===== src/rtl/sram_lane_pkg.sv =====
`timescale 1ns/1ps
package sram_lane_pkg;

  typedef enum logic [1:0] {
    ORG_X32  = 2'b00,
    ORG_X16  = 2'b01,
    ORG_X8   = 2'b10,
    ORG_X8B  = 2'b11
  } org_e;

  typedef enum logic [2:0] {
    PH_IDLE    = 3'd0,
    PH_WSETUP  = 3'd1,
    PH_WSTROBE = 3'd2,
    PH_RACCESS = 3'd3,
    PH_TURN    = 3'd4
  } phase_e;

  function automatic int unsigned cyc_of(input int unsigned t_ps, input int unsigned clk_ps);
    return (t_ps + clk_ps - 1) / clk_ps;
  endfunction

  function automatic int unsigned umax(input int unsigned a, input int unsigned b);
    return (a > b) ? a : b;
  endfunction

  // setup cycle counts toward the write cycle time, hence the minus one
  function automatic int unsigned strobe_cycles(input int unsigned clk_ps, input int unsigned wp_ps,
                                                input int unsigned dw_ps, input int unsigned wc_ps);
    int unsigned n;
    n = umax(cyc_of(wp_ps, clk_ps), cyc_of(dw_ps, clk_ps));
    if (cyc_of(wc_ps, clk_ps) > 1) n = umax(n, cyc_of(wc_ps, clk_ps) - 1);
    return umax(n, 1);
  endfunction

  function automatic int unsigned access_cycles(input int unsigned clk_ps, input int unsigned rc_ps,
                                                input int unsigned oe_ps);
    return umax(umax(cyc_of(rc_ps, clk_ps), cyc_of(oe_ps, clk_ps)), 1);
  endfunction

  function automatic int unsigned turn_cycles(input int unsigned clk_ps, input int unsigned hz_ps);
    return umax(cyc_of(hz_ps, clk_ps), 1);
  endfunction

endpackage


===== src/rtl/sram_lane_decode.sv =====
`timescale 1ns/1ps
module sram_lane_decode
  import sram_lane_pkg::*;
#(
  parameter int LANES   = 4,
  parameter int LANE_W  = 8,
  parameter int PADDR_W = 17,
  localparam int DATA_W  = LANES * LANE_W,
  localparam int SEL_W   = $clog2(LANES),
  localparam int LADDR_W = PADDR_W + SEL_W,
  localparam int HALF    = LANES / 2
) (
  input  org_e                org,
  input  logic [LADDR_W-1:0]  laddr,
  input  logic [DATA_W-1:0]   wdata,
  input  logic [LANES-1:0]    be,
  output logic [PADDR_W-1:0]  paddr,
  output logic [LANES-1:0]    lane_sel,
  output logic [LANES-1:0]    lane_wr,
  output logic [DATA_W-1:0]   lane_wdata
);

  always_comb begin
    case (org)
      ORG_X32: paddr = laddr[PADDR_W-1:0];
      ORG_X16: paddr = laddr[PADDR_W:1];
      default: paddr = laddr[LADDR_W-1:SEL_W];
    endcase
  end

  for (genvar l = 0; l < LANES; l++) begin : g_lane
    localparam logic             UPPER = (l >= HALF);
    localparam logic [SEL_W-1:0] IDX   = SEL_W'(l);
    localparam int               SUB   = l % HALF;
    logic              sel_c;
    logic              wr_c;
    logic [LANE_W-1:0] dat_c;

    always_comb begin
      case (org)
        ORG_X32: begin
          sel_c = 1'b1;
          wr_c  = be[l];
          dat_c = wdata[l*LANE_W +: LANE_W];
        end
        ORG_X16: begin
          sel_c = (laddr[0] == UPPER);
          wr_c  = sel_c;
          dat_c = wdata[SUB*LANE_W +: LANE_W];
        end
        default: begin
          sel_c = (laddr[SEL_W-1:0] == IDX);
          wr_c  = sel_c;
          dat_c = wdata[LANE_W-1:0];
        end
      endcase
    end

    assign lane_sel[l]                    = sel_c;
    assign lane_wr[l]                     = wr_c;
    assign lane_wdata[l*LANE_W +: LANE_W] = dat_c;
  end

endmodule


===== src/rtl/sram_lane_seq.sv =====
`timescale 1ns/1ps
module sram_lane_seq
  import sram_lane_pkg::*;
#(
  parameter int unsigned CLK_PS  = 5000,
  parameter int unsigned T_WC_PS = 15000,
  parameter int unsigned T_WP_PS = 13000,
  parameter int unsigned T_DW_PS = 10000,
  parameter int unsigned T_RC_PS = 15000,
  parameter int unsigned T_OE_PS = 10000,
  parameter int unsigned T_HZ_PS = 8000
) (
  input  logic clk,
  input  logic rst_n,
  input  logic start,
  input  logic start_wr,
  output logic idle,
  output logic cs_act,
  output logic we_act,
  output logic oe_act,
  output logic drive,
  output logic capture,
  output logic done
);

  localparam int unsigned WP_CYC  = strobe_cycles(CLK_PS, T_WP_PS, T_DW_PS, T_WC_PS);
  localparam int unsigned RD_CYC  = access_cycles(CLK_PS, T_RC_PS, T_OE_PS);
  localparam int unsigned TA_CYC  = turn_cycles(CLK_PS, T_HZ_PS);
  localparam int unsigned CNT_MAX = umax(umax(WP_CYC, RD_CYC), TA_CYC);
  localparam int          CNT_W   = (CNT_MAX > 1) ? $clog2(CNT_MAX) : 1;

  phase_e           ph_q, ph_d;
  logic [CNT_W-1:0] cnt_q, cnt_d;
  logic             done_q, done_d;
  logic             last;

  assign last = (cnt_q == '0);

  always_comb begin
    ph_d   = ph_q;
    cnt_d  = cnt_q;
    done_d = 1'b0;
    case (ph_q)
      PH_IDLE: begin
        if (start) begin
          ph_d  = start_wr ? PH_WSETUP : PH_RACCESS;
          cnt_d = start_wr ? '0 : CNT_W'(RD_CYC - 1);
        end
      end
      PH_WSETUP: begin
        ph_d  = PH_WSTROBE;
        cnt_d = CNT_W'(WP_CYC - 1);
      end
      PH_WSTROBE: begin
        if (last) begin
          ph_d   = PH_IDLE;
          done_d = 1'b1;
        end else begin
          cnt_d = cnt_q - 1'b1;
        end
      end
      PH_RACCESS: begin
        if (last) begin
          ph_d   = PH_TURN;
          cnt_d  = CNT_W'(TA_CYC - 1);
          done_d = 1'b1;
        end else begin
          cnt_d = cnt_q - 1'b1;
        end
      end
      PH_TURN: begin
        if (last) ph_d = PH_IDLE;
        else      cnt_d = cnt_q - 1'b1;
      end
      default: ph_d = PH_IDLE;
    endcase
  end

  always_ff @(posedge clk or negedge rst_n) begin
    if (!rst_n) begin
      ph_q   <= PH_IDLE;
      cnt_q  <= '0;
      done_q <= 1'b0;
    end else begin
      ph_q   <= ph_d;
      cnt_q  <= cnt_d;
      done_q <= done_d;
    end
  end

  assign idle    = (ph_q == PH_IDLE);
  assign cs_act  = (ph_q == PH_WSETUP) || (ph_q == PH_WSTROBE) || (ph_q == PH_RACCESS);
  assign we_act  = (ph_q == PH_WSTROBE);
  assign oe_act  = (ph_q == PH_RACCESS);
  assign drive   = (ph_q == PH_WSETUP) || (ph_q == PH_WSTROBE);
  assign capture = (ph_q == PH_RACCESS) && last;
  assign done    = done_q;

endmodule


===== src/rtl/sram_lane_rdcap.sv =====
`timescale 1ns/1ps
module sram_lane_rdcap
  import sram_lane_pkg::*;
#(
  parameter int LANES  = 4,
  parameter int LANE_W = 8,
  localparam int DATA_W = LANES * LANE_W,
  localparam int HALF_W = DATA_W / 2,
  localparam int SEL_W  = $clog2(LANES)
) (
  input  logic              clk,
  input  logic              rst_n,
  input  logic              capture,
  input  org_e              org,
  input  logic [SEL_W-1:0]  lsb,
  input  logic [DATA_W-1:0] dq_in,
  output logic [DATA_W-1:0] rdata_q
);

  logic [DATA_W-1:0] rd_d;

  always_comb begin
    rd_d = '0;
    case (org)
      ORG_X32: rd_d = dq_in;
      ORG_X16: rd_d[HALF_W-1:0] = lsb[0] ? dq_in[DATA_W-1:HALF_W] : dq_in[HALF_W-1:0];
      default: rd_d[LANE_W-1:0] = dq_in[lsb*LANE_W +: LANE_W];
    endcase
  end

  always_ff @(posedge clk or negedge rst_n) begin
    if (!rst_n)       rdata_q <= '0;
    else if (capture) rdata_q <= rd_d;
  end

endmodule


===== src/rtl/sram_lane_ctrl.sv =====
`timescale 1ns/1ps
module sram_lane_ctrl
  import sram_lane_pkg::*;
#(
  parameter int LANES   = 4,
  parameter int LANE_W  = 8,
  parameter int PADDR_W = 17,
  parameter int unsigned CLK_PS  = 5000,
  parameter int unsigned T_WC_PS = 15000,
  parameter int unsigned T_WP_PS = 13000,
  parameter int unsigned T_DW_PS = 10000,
  parameter int unsigned T_RC_PS = 15000,
  parameter int unsigned T_OE_PS = 10000,
  parameter int unsigned T_HZ_PS = 8000,
  localparam int DATA_W  = LANES * LANE_W,
  localparam int SEL_W   = $clog2(LANES),
  localparam int LADDR_W = PADDR_W + SEL_W
) (
  input  logic               clk,
  input  logic               rst_n,
  input  logic [1:0]         org_mode,
  input  logic               req_valid,
  output logic               req_ready,
  input  logic               req_write,
  input  logic [LADDR_W-1:0] req_addr,
  input  logic [DATA_W-1:0]  req_wdata,
  input  logic [LANES-1:0]   req_be,
  output logic               rsp_done,
  output logic [DATA_W-1:0]  rsp_rdata,
  output logic [PADDR_W-1:0] mem_addr,
  output logic [LANES-1:0]   mem_cs_n,
  output logic [LANES-1:0]   mem_we_n,
  output logic               mem_oe_n,
  output logic [DATA_W-1:0]  mem_dq_out,
  output logic               mem_dq_oe,
  input  logic [DATA_W-1:0]  mem_dq_in
);

  // reset: asserted at once, released after two clock edges
  logic rst_meta_q, rst_sync_q;
  always_ff @(posedge clk or negedge rst_n) begin
    if (!rst_n) begin
      rst_meta_q <= 1'b0;
      rst_sync_q <= 1'b0;
    end else begin
      rst_meta_q <= 1'b1;
      rst_sync_q <= rst_meta_q;
    end
  end

  org_e               org_in;
  logic [PADDR_W-1:0] dec_paddr;
  logic [LANES-1:0]   dec_sel, dec_wr;
  logic [DATA_W-1:0]  dec_wdata;

  assign org_in = org_e'(org_mode);

  sram_lane_decode #(.LANES(LANES), .LANE_W(LANE_W), .PADDR_W(PADDR_W)) decode_i (
    .org        (org_in),
    .laddr      (req_addr),
    .wdata      (req_wdata),
    .be         (req_be),
    .paddr      (dec_paddr),
    .lane_sel   (dec_sel),
    .lane_wr    (dec_wr),
    .lane_wdata (dec_wdata)
  );

  logic idle, cs_act, we_act, oe_act, drive, capture, accept;

  assign req_ready = idle & rst_sync_q;
  assign accept    = req_valid & req_ready;

  sram_lane_seq #(
    .CLK_PS(CLK_PS), .T_WC_PS(T_WC_PS), .T_WP_PS(T_WP_PS), .T_DW_PS(T_DW_PS),
    .T_RC_PS(T_RC_PS), .T_OE_PS(T_OE_PS), .T_HZ_PS(T_HZ_PS)
  ) seq_i (
    .clk      (clk),
    .rst_n    (rst_sync_q),
    .start    (accept),
    .start_wr (req_write),
    .idle     (idle),
    .cs_act   (cs_act),
    .we_act   (we_act),
    .oe_act   (oe_act),
    .drive    (drive),
    .capture  (capture),
    .done     (rsp_done)
  );

  // request holding registers, loaded on accept
  logic [PADDR_W-1:0] paddr_q;
  logic [LANES-1:0]   sel_q, wmask_q;
  logic [DATA_W-1:0]  wdata_q;
  org_e               org_q;
  logic [SEL_W-1:0]   lsb_q;

  always_ff @(posedge clk or negedge rst_sync_q) begin
    if (!rst_sync_q) begin
      paddr_q <= '0;
      sel_q   <= '0;
      wmask_q <= '0;
      wdata_q <= '0;
      org_q   <= ORG_X32;
      lsb_q   <= '0;
    end else if (accept) begin
      paddr_q <= dec_paddr;
      sel_q   <= dec_sel;
      wmask_q <= dec_wr & {LANES{req_write}};
      wdata_q <= dec_wdata;
      org_q   <= org_in;
      lsb_q   <= req_addr[SEL_W-1:0];
    end
  end

  sram_lane_rdcap #(.LANES(LANES), .LANE_W(LANE_W)) rdcap_i (
    .clk     (clk),
    .rst_n   (rst_sync_q),
    .capture (capture),
    .org     (org_q),
    .lsb     (lsb_q),
    .dq_in   (mem_dq_in),
    .rdata_q (rsp_rdata)
  );

  assign mem_addr   = paddr_q;
  assign mem_cs_n   = ~(sel_q & {LANES{cs_act}});
  assign mem_we_n   = ~(wmask_q & {LANES{we_act}});
  assign mem_oe_n   = ~oe_act;
  assign mem_dq_out = wdata_q;
  assign mem_dq_oe  = drive;

endmodule


===== config.mk =====
export PLATFORM = sky130hd
export DESIGN_NAME = sram_lane_ctrl
export DESIGN_NICKNAME = d
export VERILOG_FILES = /design/src/rtl/sram_lane_pkg.sv /design/src/rtl/sram_lane_decode.sv /design/src/rtl/sram_lane_seq.sv /design/src/rtl/sram_lane_rdcap.sv /design/src/rtl/sram_lane_ctrl.sv
export SDC_FILE = /design/constraint.sdc
export NUM_CORES = 1
export LEC_CHECK = 0
export BUFFER_PORTS_ARGS = -buffer_cell sky130_fd_sc_hd__buf_2
export CORE_MARGIN = 3
export CORE_UTILIZATION = 52
export CTS_BUF_LIST = sky130_fd_sc_hd__clkbuf_8
export DETAILED_ROUTE_END_ITERATION = 12
export PLACE_DENSITY = 0.83
export SLEW_MARGIN = 20
export SYNTH_ARGS = -nofsm -noshare
export SYNTH_HDL_FRONTEND = slang
export SYNTH_SLANG_ARGS = --single-unit

===== constraint.sdc =====
create_clock -name clk -period 5.31 [get_ports clk]
set_clock_uncertainty 0.1 [all_clocks]
set_input_delay 1.062 -clock clk [delete_from_list [all_inputs] [get_ports clk]]
set_output_delay 1.062 -clock clk [all_outputs]
set_load 0.05 [all_outputs]

* After elaboration in Yosys (flattened, before gate mapping)
Cells that the tools add are included. Widths: inputs -> output; s select.
Operators by class: add/subtract/negate cells 1, muxes and demuxes 28, bitwise logic cells 9, equal/unequal tests 13, magnitude comparators 0, reduce and logical (&&, ||, !) cells 14, div/mod/pow operators 0, shift-type cells 1, multiply operators 0
Operators with widths (count):
- $pmux 8 s2 | 3
- $pmux 17 s2 | 1
- $mux 16 | 2
- $shiftx 32x6->8 | 1
- $mux 8 | 2
- $pmux 1 s2 | 8
- $and 4x4->4 | 3
- $pmux 3 s4 | 1
- $mux 2 | 5
- $mux 3 | 3
- $logic_not 2->1 | 4
- $not 4->4 | 2
- $pmux 2 s4 | 1
- $eq 2x1->1 const B | 3
- $eq 3x2->1 const B | 2
- $ne 2x1->1 const B | 3
- $reduce_and 3->1 | 2
- $reduce_or 2->1 | 3
- $eq 2x2->1 const B | 2
- $reduce_bool 4->1 | 1
- $eq 3x1->1 const B | 1
- $eq 3x3->1 const B | 1
- $logic_not 3->1 | 1
- $and 1x1->1 | 2
- 6 further kinds | 9
Storage, ports and cells: bits in read-only memories 0, memory bits (writable) 0, memories 0, logic and storage cells 78, bits of input ports 93, register bits after elaboration 101, bits in latches 0

* Logic depth before layout (Yosys ltp)
Gate-level depths: netlist (run 1).
depth in word-level cells 5, mapped depth 7, mapped depth without buffers 6

* By module
A second synthesis (run 1) with hierarchy kept.
Unflattened totals: cell total of the unflattened synthesis 510, area, all modules 5871.9 um^2
Modules (own cells, without submodules):
- sram_lane_ctrl | times used 1, cells an instance 151, area each 2691.3 um^2
- sram_lane_rdcap | times used 1, cells an instance 158, area each 1731.7 um^2
- sram_lane_decode | times used 1, cells an instance 150, area each 989.7 um^2
- sram_lane_seq | times used 1, cells an instance 51, area each 459.2 um^2

* Worst setup path before layout (run 1)
OpenSTA, ideal clock, no wires.
path type reg-to-output, from register rst_sync_q, to output req_ready, arrival time 3405 ps, setup slack 743 ps, required time 4148 ps, stages on the path, launching flop included 2, buffers on the path 0, path through dfrtp_1 nor4b_4
Between the ends: cells in the longest elaborated chain, start to end 1
Ends and longest elaborated chain:
- start, declared | RTL line sram_lane_ctrl.sv:40 | logic rst_meta_q, rst_sync_q;
- start signal, assigned | RTL line sram_lane_ctrl.sv:47 | rst_sync_q <= rst_meta_q;
- $and 1x1->1 | RTL line sram_lane_ctrl.sv:71 | assign req_ready = idle & rst_sync_q;
- end, declared | RTL line sram_lane_ctrl.sv:23 | output logic req_ready,
No other way between the ends.

* Worst setup path in the final report (run 1)
Ends and elaborated chain as after synthesis.

==> out/summary.md, run 1 <==
The number of port buffers works out to 185. After floorplanning, the core was sized to cover 9415 sq um. The tools report the count of pins over their slew limit as 0. The later-pin clock latency in the skew report came out at 0.35 ns. Across the run, the number of max-cap violations was 0.

Horizontal extent of the die: 105.4 um. The slew at the pin with the worst max-slew slack was 0.9096 ns. The slowest stage of the critical path is the sky130_fd_sc_hd__dfrtp_4 cell. The number of flip-flops and latches in the synthesized netlist was 101. For the total global routing track utilization, the log shows 0.2436.

The logs give 101 for the number of clock sinks and 0 for the antenna cell count. After synthesis, the largest family of logic cells by area is simple AND/OR/NAND/NOR gates. The cell row count is 35, and the number of buffers created by CTS is 9. For the number of nets in the final layout, the log shows 799. The biggest cell delay along the critical path is 0.90 ns, and the data arrival time of the critical path is 1.95 ns.

Pin placement for this block handled 186 I/O pins. The number of flops mapped to enable cells by yosys is 0. The run gives 0.3936 as the worst slew slack as a fraction of its limit. The tools report the DRC violation total after the first TritonRoute iteration as 263. Kind of capture point of the worst setup path: a primary output. Instance count of the mapped netlist: 545.

The share of flip-flops with an asynchronous set or reset after synthesis came out at 1.000. The share of synthesized cell area in and, or, nand and nor gates is 0.1586, and the number of nets with antenna violations after routing is 0. The commonest register cell after synthesis was sky130_fd_sc_hd__dfrtp_1.

Detailed routing inserted a total of 4607 vias. In the final routed layout, each cell accounts on average for 16.14 um. The switching power share of the total was 0.5525; the number of filler instances in the final layout was 765. The tools report the number of setup buffers added after CTS as 0. The worst setup path is of the flip-flop to primary output kind. The critical path goes through nor4b_4 > buf_2.

The path class of the tightest hold or removal check is flip-flop to flip-flop. The initial standard-cell utilization of the core was 0.5454; the clock slew seen by the registers of the worst setup and hold paths was 0.09 ns. The tools report the overall die area as 11100 sq um. The tools report the sequential share of power as 0.330.

By area the synthesized netlist is led by sky130_fd_sc_hd__dfrtp_1 49%, sky130_fd_sc_hd__nand2_1 11%, sky130_fd_sc_hd__mux2i_1 9.9%, sky130_fd_sc_hd__o21ai_0 6.5%, sky130_fd_sc_hd__mux4_2 3.5%. The highest fanout seen on the critical path is 55, and the maximum vdd ir drop is 0.3809 mV. Global placement routability congestion: 0.8136.

The run gives 2 as the buffer levels on the longest clock path. STA puts the critical path data required time at 4.15 ns. The height of the chip was 105.4 um. The share of synthesized cell area in full adder, half adder and majority cells was 0.004873; the cell area power density was 702.6 nW/um^2. The number of synthesis warnings was 0. The routed design could run at a clock period as short as 3.111 ns. From synthesis to final layout, the design area changed by 21.10%. For the final core utilization, the log shows 0.6605. Setup repair after global routing left no endpoint under its margin. The first TritonRoute pass finished after 5 iterations.

The logs give 0 for the final hold violation count and 3.234 nW for the standby leakage power. Hold-fix buffer count after cts: 0. In this run the power spent charging and discharging nets is 0.002414 W. The run finished with clean final reports. Detailed placement ended at an HPWL of 9939 um. STA classifies the critical path startpoint as a flip-flop. Static timing analysis puts the maximum clock frequency at 321.5 MHz. The logic gate share of total power is 0.568, and the sum of overflow across all layers after global routing is 0. The setup violation total in the final timing report is 0.

For the first-pass GRT wire length, the log shows 21960 um. The xor/xnor share of the synthesized area was 0.001706; the average cell area after synthesis was 9.422 sq um. The share of synthesized area occupied by flip-flops and latches is 0.4922. The cell area that synthesis handed to floorplanning was 5135 sq um. The distinct cell type count of the synthesized netlist came out at 42. TritonCTS built the clock tree.

The fraction of the cycle the final worst path needs was 0.5859. Leaving out fill and tap cells, the most frequent cell in the layout is sky130_fd_sc_hd__buf_2. The number of gates resized after CTS was 0; the total negative slack for setup checks was 0 ns.

Root buffer selected by CTS: sky130_fd_sc_hd__clkbuf_8. Counting every net in the synthesized netlist gives 640. The H-tree level count is 3, and the via count of the first global-routing pass is 4573. Multiplexer share of the synthesized area: 0.1586. The proportion of netlist area held by the largest area contributor was 0.4922. Entering global routing, the biggest net connects 68 pins.

The fraction of final layout cells sized beyond drive strength 1 came out at 0.3315. Using the TritonRoute via totals, the vias-per-cell ratio works out to 5.498. Internal power comes to 0.001955 W. Cell accounting for the most synthesized area: sky130_fd_sc_hd__dfrtp_1.

The final layout contains routed wiring with a total length of 13520 um. The compound-cell area share of the yosys netlist is 0.1379. After detailed routing, the number of remaining DRC violations is 0.

The tools report the clock network fraction of design power as 0.101. The top cell types in the final layout, fill and taps aside, are 185 x sky130_fd_sc_hd__buf_2, 146 x sky130_fd_sc_hd__nand2_1, 100 x sky130_fd_sc_hd__dfrtp_1, 67 x sky130_fd_sc_hd__o21ai_0, 51 x sky130_fd_sc_hd__mux2i_1. The number of antenna violations at the first check in global routing came out at 0.
[power groups by stage]
stage / registers [W] / logic [W] / clock network [W]
floorplan: 0.00243 / 0.000921 / 0
global placement: 0.00143 / 0.00244 / 0
detailed placement: 0.00145 / 0.00250 / 0
CTS: 0.00144 / 0.00249 / 0.000458
global route: 0.00150 / 0.00264 / 0.000488
finish: 0.00144 / 0.00248 / 0.000442
[final timing paths]
check                      cells after the start                 start  slack [ns]                         endpoint
min reg2reg                                    0  rst_meta_q$_DFF_PN0_        0.26             rst_sync_q$_DFF_PN0_
max                                            2  rst_sync_q$_DFF_PN0_        2.20                        req_ready
min                                            0  rst_meta_q$_DFF_PN0_        0.26             rst_sync_q$_DFF_PN0_
max in group asynchronous                      1  rst_sync_q$_DFF_PN0_        3.73             org_q[1]$_DFFE_PN0P_
max reg2reg                                    4  rst_sync_q$_DFF_PN0_        2.62           wmask_q[0]$_DFFE_PN0P_
min in group asynchronous                      0  rst_sync_q$_DFF_PN0_        0.29  rdcap_i.rdata_q[20]$_DFFE_PN0P_
[layer usage]
layer,track usage,part of all wire,vias to the layer above
li1,-,-,2178
met1,0.3091,0.41,2206
met2,0.4066,0.49,205
met3,0.06552,0.084,18
met4,0.07685,0.019,0
met5,0,0,-
[metrics by stage]
| step | instance area (sq um) | setup slack, ns | instances | hold WS [ns] | power (W) |
|---|---|---|---|---|---|
| after floorplan | 5135 | 0.7428 | 545 | 0.2312 | 0.003352 |
| after global placement | 6033 | 2.548 | 822 | 0.2368 | 0.003872 |
| after detailed placement | 6033 | 2.523 | 822 | 0.2434 | 0.003946 |
| after CTS | 6208 | 2.128 | 838 | 0.2657 | 0.004394 |
| after global routing | 6218 | 1.986 | 838 | 0.2716 | 0.004631 |
| final | 6218 | 2.199 | 838 | 0.2636 | 0.004369 |
[logic make-up (layout without fill, tap and decap cells)]
| group | after synthesis | after routing |
|---|---|---|
| AO/OA/AOI/OAI | 126 | 126 |
| XOR/XNOR | 1 | 1 |
| adder cells (fa/ha/maj) | 2 | 2 |
| buffers and inverters | 44 | 208 |
| flip-flops | 101 | 101 |
| multiplexers | 70 | 70 |
| other | 1 | 1 |
| AND/OR/NAND/NOR | 200 | 200 |
[synth_stat cells (2+ instances only)]
| library cell | number |
|---|---|
| sky130_fd_sc_hd__nand2_1 | 147 |
| sky130_fd_sc_hd__dfrtp_1 | 101 |
| sky130_fd_sc_hd__o21ai_0 | 67 |
| sky130_fd_sc_hd__mux2i_1 | 51 |
| sky130_fd_sc_hd__nor2_1 | 40 |
| sky130_fd_sc_hd__a21oi_1 | 30 |
| sky130_fd_sc_hd__buf_2 | 15 |
| sky130_fd_sc_hd__clkbuf_1 | 14 |
| sky130_fd_sc_hd__mux2_2 | 11 |
| sky130_fd_sc_hd__a31oi_1 | 8 |
| sky130_fd_sc_hd__mux4_2 | 8 |
| sky130_fd_sc_hd__o31ai_1 | 8 |
| sky130_fd_sc_hd__buf_4 | 7 |
| sky130_fd_sc_hd__inv_1 | 4 |
| sky130_fd_sc_hd__buf_6 | 3 |
| sky130_fd_sc_hd__a31o_2 | 2 |
| sky130_fd_sc_hd__and2_1 | 2 |
| sky130_fd_sc_hd__ha_1 | 2 |
| sky130_fd_sc_hd__o21ai_1 | 2 |
[registers in the layout, summed over array words and instances, names as in the netlist, 2 cells and up]
name,cells
mem_dq_out,32
rdcap_i.rdata_q,32
mem_addr,17
sel_q,4
wmask_q,4
seq_i.ph_q,3
lsb_q,2
org_q,2
seq_i.cnt_q,2
[layout make-up]
| cell class | count | area (sq um) | area share |
|---|---|---|---|
| Multi-Input combinational cell | 400 | 2387 | 0.3839 |
| Inverter | 4 | 15.01 | 0.002414 |
| Tap cell | 129 | 161.4 | 0.02596 |
| Timing Repair Buffer | 188 | 948.4 | 0.1525 |
| Clock buffer | 10 | 137.6 | 0.02213 |
| Clock inverter | 6 | 37.54 | 0.006036 |
| Sequential cell | 101 | 2531 | 0.4070 |
[worst max-delay path, delay by kind of cell, from the launching register on]
kind / cells / cell delay [ns]
simple gates: 1 / 0.36
flops: 1 / 0.90
buf+inv: 1 / 0.32
(Power assumes the default switching activity.)
==> inputs of run 2 (changes only) <==
- clock period: 5.31 -> 3.2 ns (I/O delays scaled with it)
==> out/summary.md, run 2 (synthesized netlist as in run 1, its figures left out) <==
TritonCTS built the clock tree. The later pin in the worst-skew pair is clocked with a latency of 0.34 ns. Before antenna repair, the detailed router went through 5 iterations. The via count of the first global-routing pass was 4462. The tools report the maximum number of pins on one net before global-route repair as 65.

The worst register-to-register path has a depth of 4. The tools report the endpoint of the lowest-slack register-to-register path as org_q[1]$_DFFE_PN0P_. The logs give 229 for the DRC violation total after the first TritonRoute iteration and 0 for the number of max-cap violations. Data on the critical path is required at its endpoint by 2.46 ns. The cell area power density was 1164 nW/um^2.

Type of origin of the critical path: a flip-flop. The tools report the kind of capture point of the worst setup path as a primary output. Dividing the detail-routed wire length by the instance count gives 16.26 um. For the initial standard-cell utilization of the core, the log shows 0.5454. The tools report the setup violation total in the final timing report as 0. The fraction of the cycle the final worst path needs was 0.7696.

The tree is rooted in a sky130_fd_sc_hd__clkbuf_8. The fraction of final layout cells sized beyond drive strength 1 works out to 0.3319. First-pass GRT wire length: 21750 um.

The via count is 4511. The run gives 101 as the number of clock sinks. Buffers added to address setup during post-CTS repair amount to 0. The commonest non-fill, non-tap cell in the layout is sky130_fd_sc_hd__buf_2. The number of gates resized after CTS was 0. The library cells used most frequently in the layout, excluding fill and tap cells, are 185 x sky130_fd_sc_hd__buf_2, 146 x sky130_fd_sc_hd__nand2_1, 100 x sky130_fd_sc_hd__dfrtp_1, 67 x sky130_fd_sc_hd__o21ai_0, 51 x sky130_fd_sc_hd__mux2i_1.

Total global routing track utilization: 0.2443. Along the worst path, the maximum fanout reaches 16. For the highest clock rate, the log shows 406.1 MHz.

The run finished with clean final reports. In this run the tool buffered the top-level ports with 185 buffer cells. In this run the static leakage power is 3.277 nW. Endpoint with the worst hold slack: rst_sync_q$_DFF_PN0_. On the worst path, the slowest cell contributes a delay of 0.58 ns. The maximum vdd ir drop was 0.7942 mV. For the pin with the worst max-slew slack, the measured transition is 0.8084 ns. STA puts the critical path data arrival time at 1.72 ns. For the buffer levels on the longest clock path, the log shows 2. Setup repair after global routing left no endpoint under its margin. The region available for standard cell placement spans 9415 sq um. On the critical path, the stage with the largest delay is an instance of sky130_fd_sc_hd__dfrtp_1. The final hold violation count is 0, and the height of the chip is 105.4 um.

186 I/O pins were placed. The path type of the worst min-delay path was flip-flop to flip-flop. Summed over all layers, the routed wires come to 13700 um. The run gives 0 as the count of pins over their slew limit.

Summed over all failing endpoints, the final setup total negative slack is 0 ns. After the last flow step, the layout net total stands at 806. After detailed routing, the number of vias per cell comes to 5.351.

The cell row count was 35. The number of buffers created by CTS is 9. The run gives 0 as the number of nets with antenna violations after routing.

The worst path needs 2.463 ns of the cycle, external delays included. The logs give 0 for the number of antenna violations at the first check in global routing and 1 for the hold-fix buffer count after cts. The clock tree synthesis step divided the H-tree into 3 levels. Traced cell by cell, the critical path runs through nor3b_1 > nand2_1 > buf_2.

Across all register-to-register paths, the minimum setup slack is 0.97 ns. The worst setup slack before clock tree synthesis is 1.002 ns. The startpoint identified for the worst hold timing path is rst_meta_q$_DFF_PN0_. The antenna cell count was 0; the overall die area was 11100 sq um. The startpoint identified for the worst register-to-register timing path is seq_i.ph_q[2]$_DFFE_PN0P_. The power consumption is 0.007297 W, and the global placement routability congestion is 0.8360. The critical path in this run is classified as flip-flop to primary output. The count of unresolved DRC violations after routing is 0, and the hold path depth is 0. Detailed placement ended at an HPWL of 10130 um. The final core utilization is 0.6658, and the horizontal extent of the die is 105.4 um.

The sum of overflow across all layers after global routing was 0; the clock slew seen by the registers of the worst setup and hold paths was 0.09 ns. The worst slew slack as a fraction of its limit came out at 0.4611. Compared with the post-synthesis result, the final layout area differs by 22.08%. The worst path meets setup with 0.7374 ns of slack.
[run 2: per-stage QoR]
| step | instances | area (sq um) | hold slack, ns |
|---|---|---|---|
| 2_1_floorplan | 545 | 5139 | 0.2312 |
| 3_3_place_gp | 828 | 6078 | 0.2409 |
| 3_5_place_dp | 828 | 6078 | 0.2402 |
| 4_1_cts | 843 | 6269 | 0.2635 |
| 5_1_grt | 843 | 6269 | 0.2670 |
| 6_report | 843 | 6269 | 0.2618 |
[run 2: routing by layer]
metal	track usage	vias to the layer above	wire [um]
met2	0.4026	182	6729
met3	0.05205	19	1074
met1	0.3200	2126	5720
met5	0	-	0
met4	0.08529	0	179
li1	-	2184	-
[run 2: area by class of cell]
| cell class | instances | area, sq um |
|---|---|---|
| fill | 752 | 3147 |
| clock inverter | 4 | 42.54 |
| clock buffer | 10 | 137.6 |
| inverter | 4 | 15.01 |
| timing repair buffer | 195 | 1003 |
| sequential | 101 | 2531 |
| multi-input combinational | 400 | 2377 |
| tap | 129 | 161.4 |
[run 2: critical path: cells and delay by family, from the launching register on]
kind                   cells  cell delay (ns)
flip-flops                 1             0.58
AND/OR/NAND/NOR            2             0.57
buffers and inverters      1             0.22
[run 2: power by group]
part / internal [W] / switching (W) / total [W]
clock: 0.000369 / 0.000408 / 0.000777
combinational: 0.00108 / 0.00306 / 0.00414
sequential: 0.00188 / 0.000496 / 0.00238
total: 0.00333 / 0.00397 / 0.00730
[run 2: how the worst max path moves through the flow]
stage	start	cells after the start	endpoint
after floorplan	rst_sync_q$_DFF_PN0_	7	sel_q[2]$_DFFE_PN0P_
after global routing	seq_i.ph_q[2]$_DFFE_PN0P_	3	mem_we_n[0]
after CTS	seq_i.ph_q[0]$_DFFE_PN0P_	4	mem_cs_n[1]
final	seq_i.ph_q[2]$_DFFE_PN0P_	3	mem_we_n[3]
after detailed placement	seq_i.ph_q[2]$_DFFE_PN0P_	4	org_q[1]$_DFFE_PN0P_
after global placement	org_mode[1]	6	wmask_q[1]$_DFFE_PN0P_
==> inputs of run 3 (changes only) <==
- clock period: 3.2 -> 2.4 ns (I/O delays scaled with it)
==> out/summary.md, run 3 (synthesized netlist as in run 1, its figures left out) <==
Source of the worst hold timing path: req_wdata[22]. In this run the critical register-to-register path is launched from seq_i.ph_q[2]$_DFFE_PN0P_. Routability-driven placement finished with a final weighted congestion of 0.8247. The slowest cell on the critical path is sky130_fd_sc_hd__dfrtp_2. The overall die area is 11100 sq um, and the area of the core is 9415 sq um. The reg-to-reg setup timing slack came out at 0.48 ns. Library cell appearing most often on the critical path: sky130_fd_sc_hd__nor2_1.

For the total half-perimeter wirelength after legalization and detailed placement, the log shows 10200 um. For this run, the slowest stage of the critical path takes 0.51 ns. The initialized floorplan defines 35 standard-cell rows. For the via count, the log shows 4642. The flow ran to the end, and the final reports show no timing, DRC or antenna violations.

In this run the deepest clock path goes through 2 buffers. VDD sags by at most 0.9558 mV. Across the run, the number of max-cap violations was 0. At the worst endpoint, the required time is 1.82 ns.

The worst reg-to-reg path cell count is 4, and the number of antenna violations at the first check in global routing is 0. The minimum clock period after layout was 2.256 ns. Setup violations remaining at the end of the flow were counted as 0. For this design the static power due to leakage is 3.302 nW. The number of setup buffers added after CTS is 0. The maximum number of pins on one net before global-route repair is 75.

The fraction of the cycle the final worst path needs works out to 0.9399. The average via count per standard cell works out to 5.474. The number of nets in the final layout is 809. The root buffer selected by CTS is sky130_fd_sc_hd__clkbuf_8. The die is 105.4 um wide. Counting every sink on the clock net gives 101. Final hold violation count: 0.

The kind of capture point of the worst setup path was a primary output. After detailed routing, the average wire length per cell comes to 16.10 um. Counting instances, the worst hold path has a depth of 3.

The number of iterations in the first detailed-routing pass is 7, and the DRC violation total after the first TritonRoute iteration is 244. The number of nets with antenna violations after routing came out at 0. The min-delay analysis places its worst path in the category input port to flip-flop.

In this run the power density over the cells is 1552 nW/um^2. The die is 105.4 um tall. The design draws 0.009864 W. The H-tree level count is 3, and the number of buffers created by CTS is 9. The endpoint with the worst hold slack was mem_dq_out[22]$_DFFE_PN0P_. After filler insertion, the fill cell instance count of the layout stands at 796.

Leaving out fill and tap cells, the most frequent cells in the layout are 185 x sky130_fd_sc_hd__buf_2, 146 x sky130_fd_sc_hd__nand2_1, 98 x sky130_fd_sc_hd__dfrtp_1, 67 x sky130_fd_sc_hd__o21ai_0, 51 x sky130_fd_sc_hd__mux2i_1. The first-pass GRT wire length came out at 22120 um. The clock slew seen by the registers of the worst setup and hold paths is 0.11 ns, and the worst slew slack as a fraction of its limit is 0.4984.

STA classifies the critical path startpoint as a flip-flop. Leaving out fill and tap cells, the most frequent cell in the layout is sky130_fd_sc_hd__buf_2. I/O pin count: 186. The later pin in the worst-skew pair is clocked with a latency of 0.36 ns.

Global routing finished with a remaining overflow of 0. The fraction of final layout cells sized beyond drive strength 1 is 0.3421, and the slew at the pin with the worst max-slew slack is 0.7525 ns. The critical path in this run is classified as flip-flop to primary output. The run gives 0.2454 as the total global routing track utilization. The number of antenna diodes in the final layout is 0.

The initial standard-cell utilization of the core was 0.5454. The highest fanout seen on the critical path is 12, and the via count of the first global-routing pass is 4607. Endpoint of the lowest-slack register-to-register path: wmask_q[3]$_DFFE_PN0P_. The detailed-route wire length was 13650 um; the number of port buffers was 185.

Traced cell by cell, the critical path runs through nor2_1 > nor2_1 > nand2_1 > buf_2. Registers take 2534 sq um. Data arrives at the worst endpoint at 1.68 ns. The relative area change from synthesis to final layout works out to 23.81%.

TritonCTS built the clock tree. The count of pins over their slew limit is 0. For the final routed database, the setup TNS stands at 0 ns. For this run, the top clock speed supported by timing is 443.3 MHz.

The logs give 0.6752 for the final core utilization and 0 for the count of unresolved DRC violations after routing. The tightest hold margin was 0.2512 ns; the multi-input logic area was 2382 sq um.
[run 3: power by group]
part,total [W],leakage [nW],switching (W),internal [W]
combinational,0.00569,1.97,0.00421,0.00148
sequential,0.00307,1.24,0.000552,0.00252
clock,0.00110,0.0919,0.000598,0.000507
total,0.00986,3.30,0.00536,0.00450
[run 3: worst max-delay path by stage]
stage / cells after the start / end / slack (ns) / from
6_report: 4 / mem_cs_n[0] / 0.14 / seq_i.ph_q[0]$_DFFE_PN0P_
5_1_grt: 4 / mem_cs_n[0] / -0.003 / seq_i.ph_q[0]$_DFFE_PN0P_
4_1_cts: 3 / mem_we_n[3] / 0.02 / seq_i.ph_q[1]$_DFFE_PN0P_
3_5_place_dp: 3 / mem_we_n[3] / 0.42 / seq_i.ph_q[1]$_DFFE_PN0P_
3_3_place_gp: 3 / mem_we_n[1] / 0.49 / seq_i.ph_q[1]$_DFFE_PN0P_
2_1_floorplan: 7 / sel_q[2]$_DFFE_PN0P_ / -0.38 / rst_sync_q$_DFF_PN0_
[run 3: repair_timing]
item / in CTS / in global routing
endpoints found under the hold margin: 2 / 0
resized for setup: 0 / 3
endpoints found under the setup margin: 0 / 8
hold buffers: 1 / 0
[run 3: area by class of cell]
| type | instances | share of cell area |
|---|---|---|
| clock buffer | 10 | 0.02165 |
| multi-input combinational | 400 | 0.3747 |
| tap | 129 | 0.02539 |
| inverter | 4 | 0.002362 |
| sequential | 101 | 0.3985 |
| timing repair buffer | 198 | 0.1673 |
| clock inverter | 6 | 0.01004 |
[run 3: per-stage QoR]
step	setup WS (ns)	instance area, sq um	instances
2_1_floorplan	-0.3770	5151	545
3_3_place_gp	0.4930	6138	831
3_5_place_dp	0.4191	6138	831
4_1_cts	0.01692	6350	848
5_1_grt	-0.002728	6357	848
6_report	0.1443	6357	848
[run 3: per-layer routing]
layer	GRT usage	part of all wire	vias up
met4	0.07310	0.015	0
met3	0.06430	0.082	20
met5	0	0	-
li1	-	-	2192
met2	0.4185	0.50	199
met1	0.3065	0.40	2231
[run 3: worst max-delay path, delay by kind of cell, from the launching register on]
kind	cells	cell delay [ns]
AND/OR/NAND/NOR	3	0.54
buffers and inverters	1	0.26
flip-flops	1	0.51
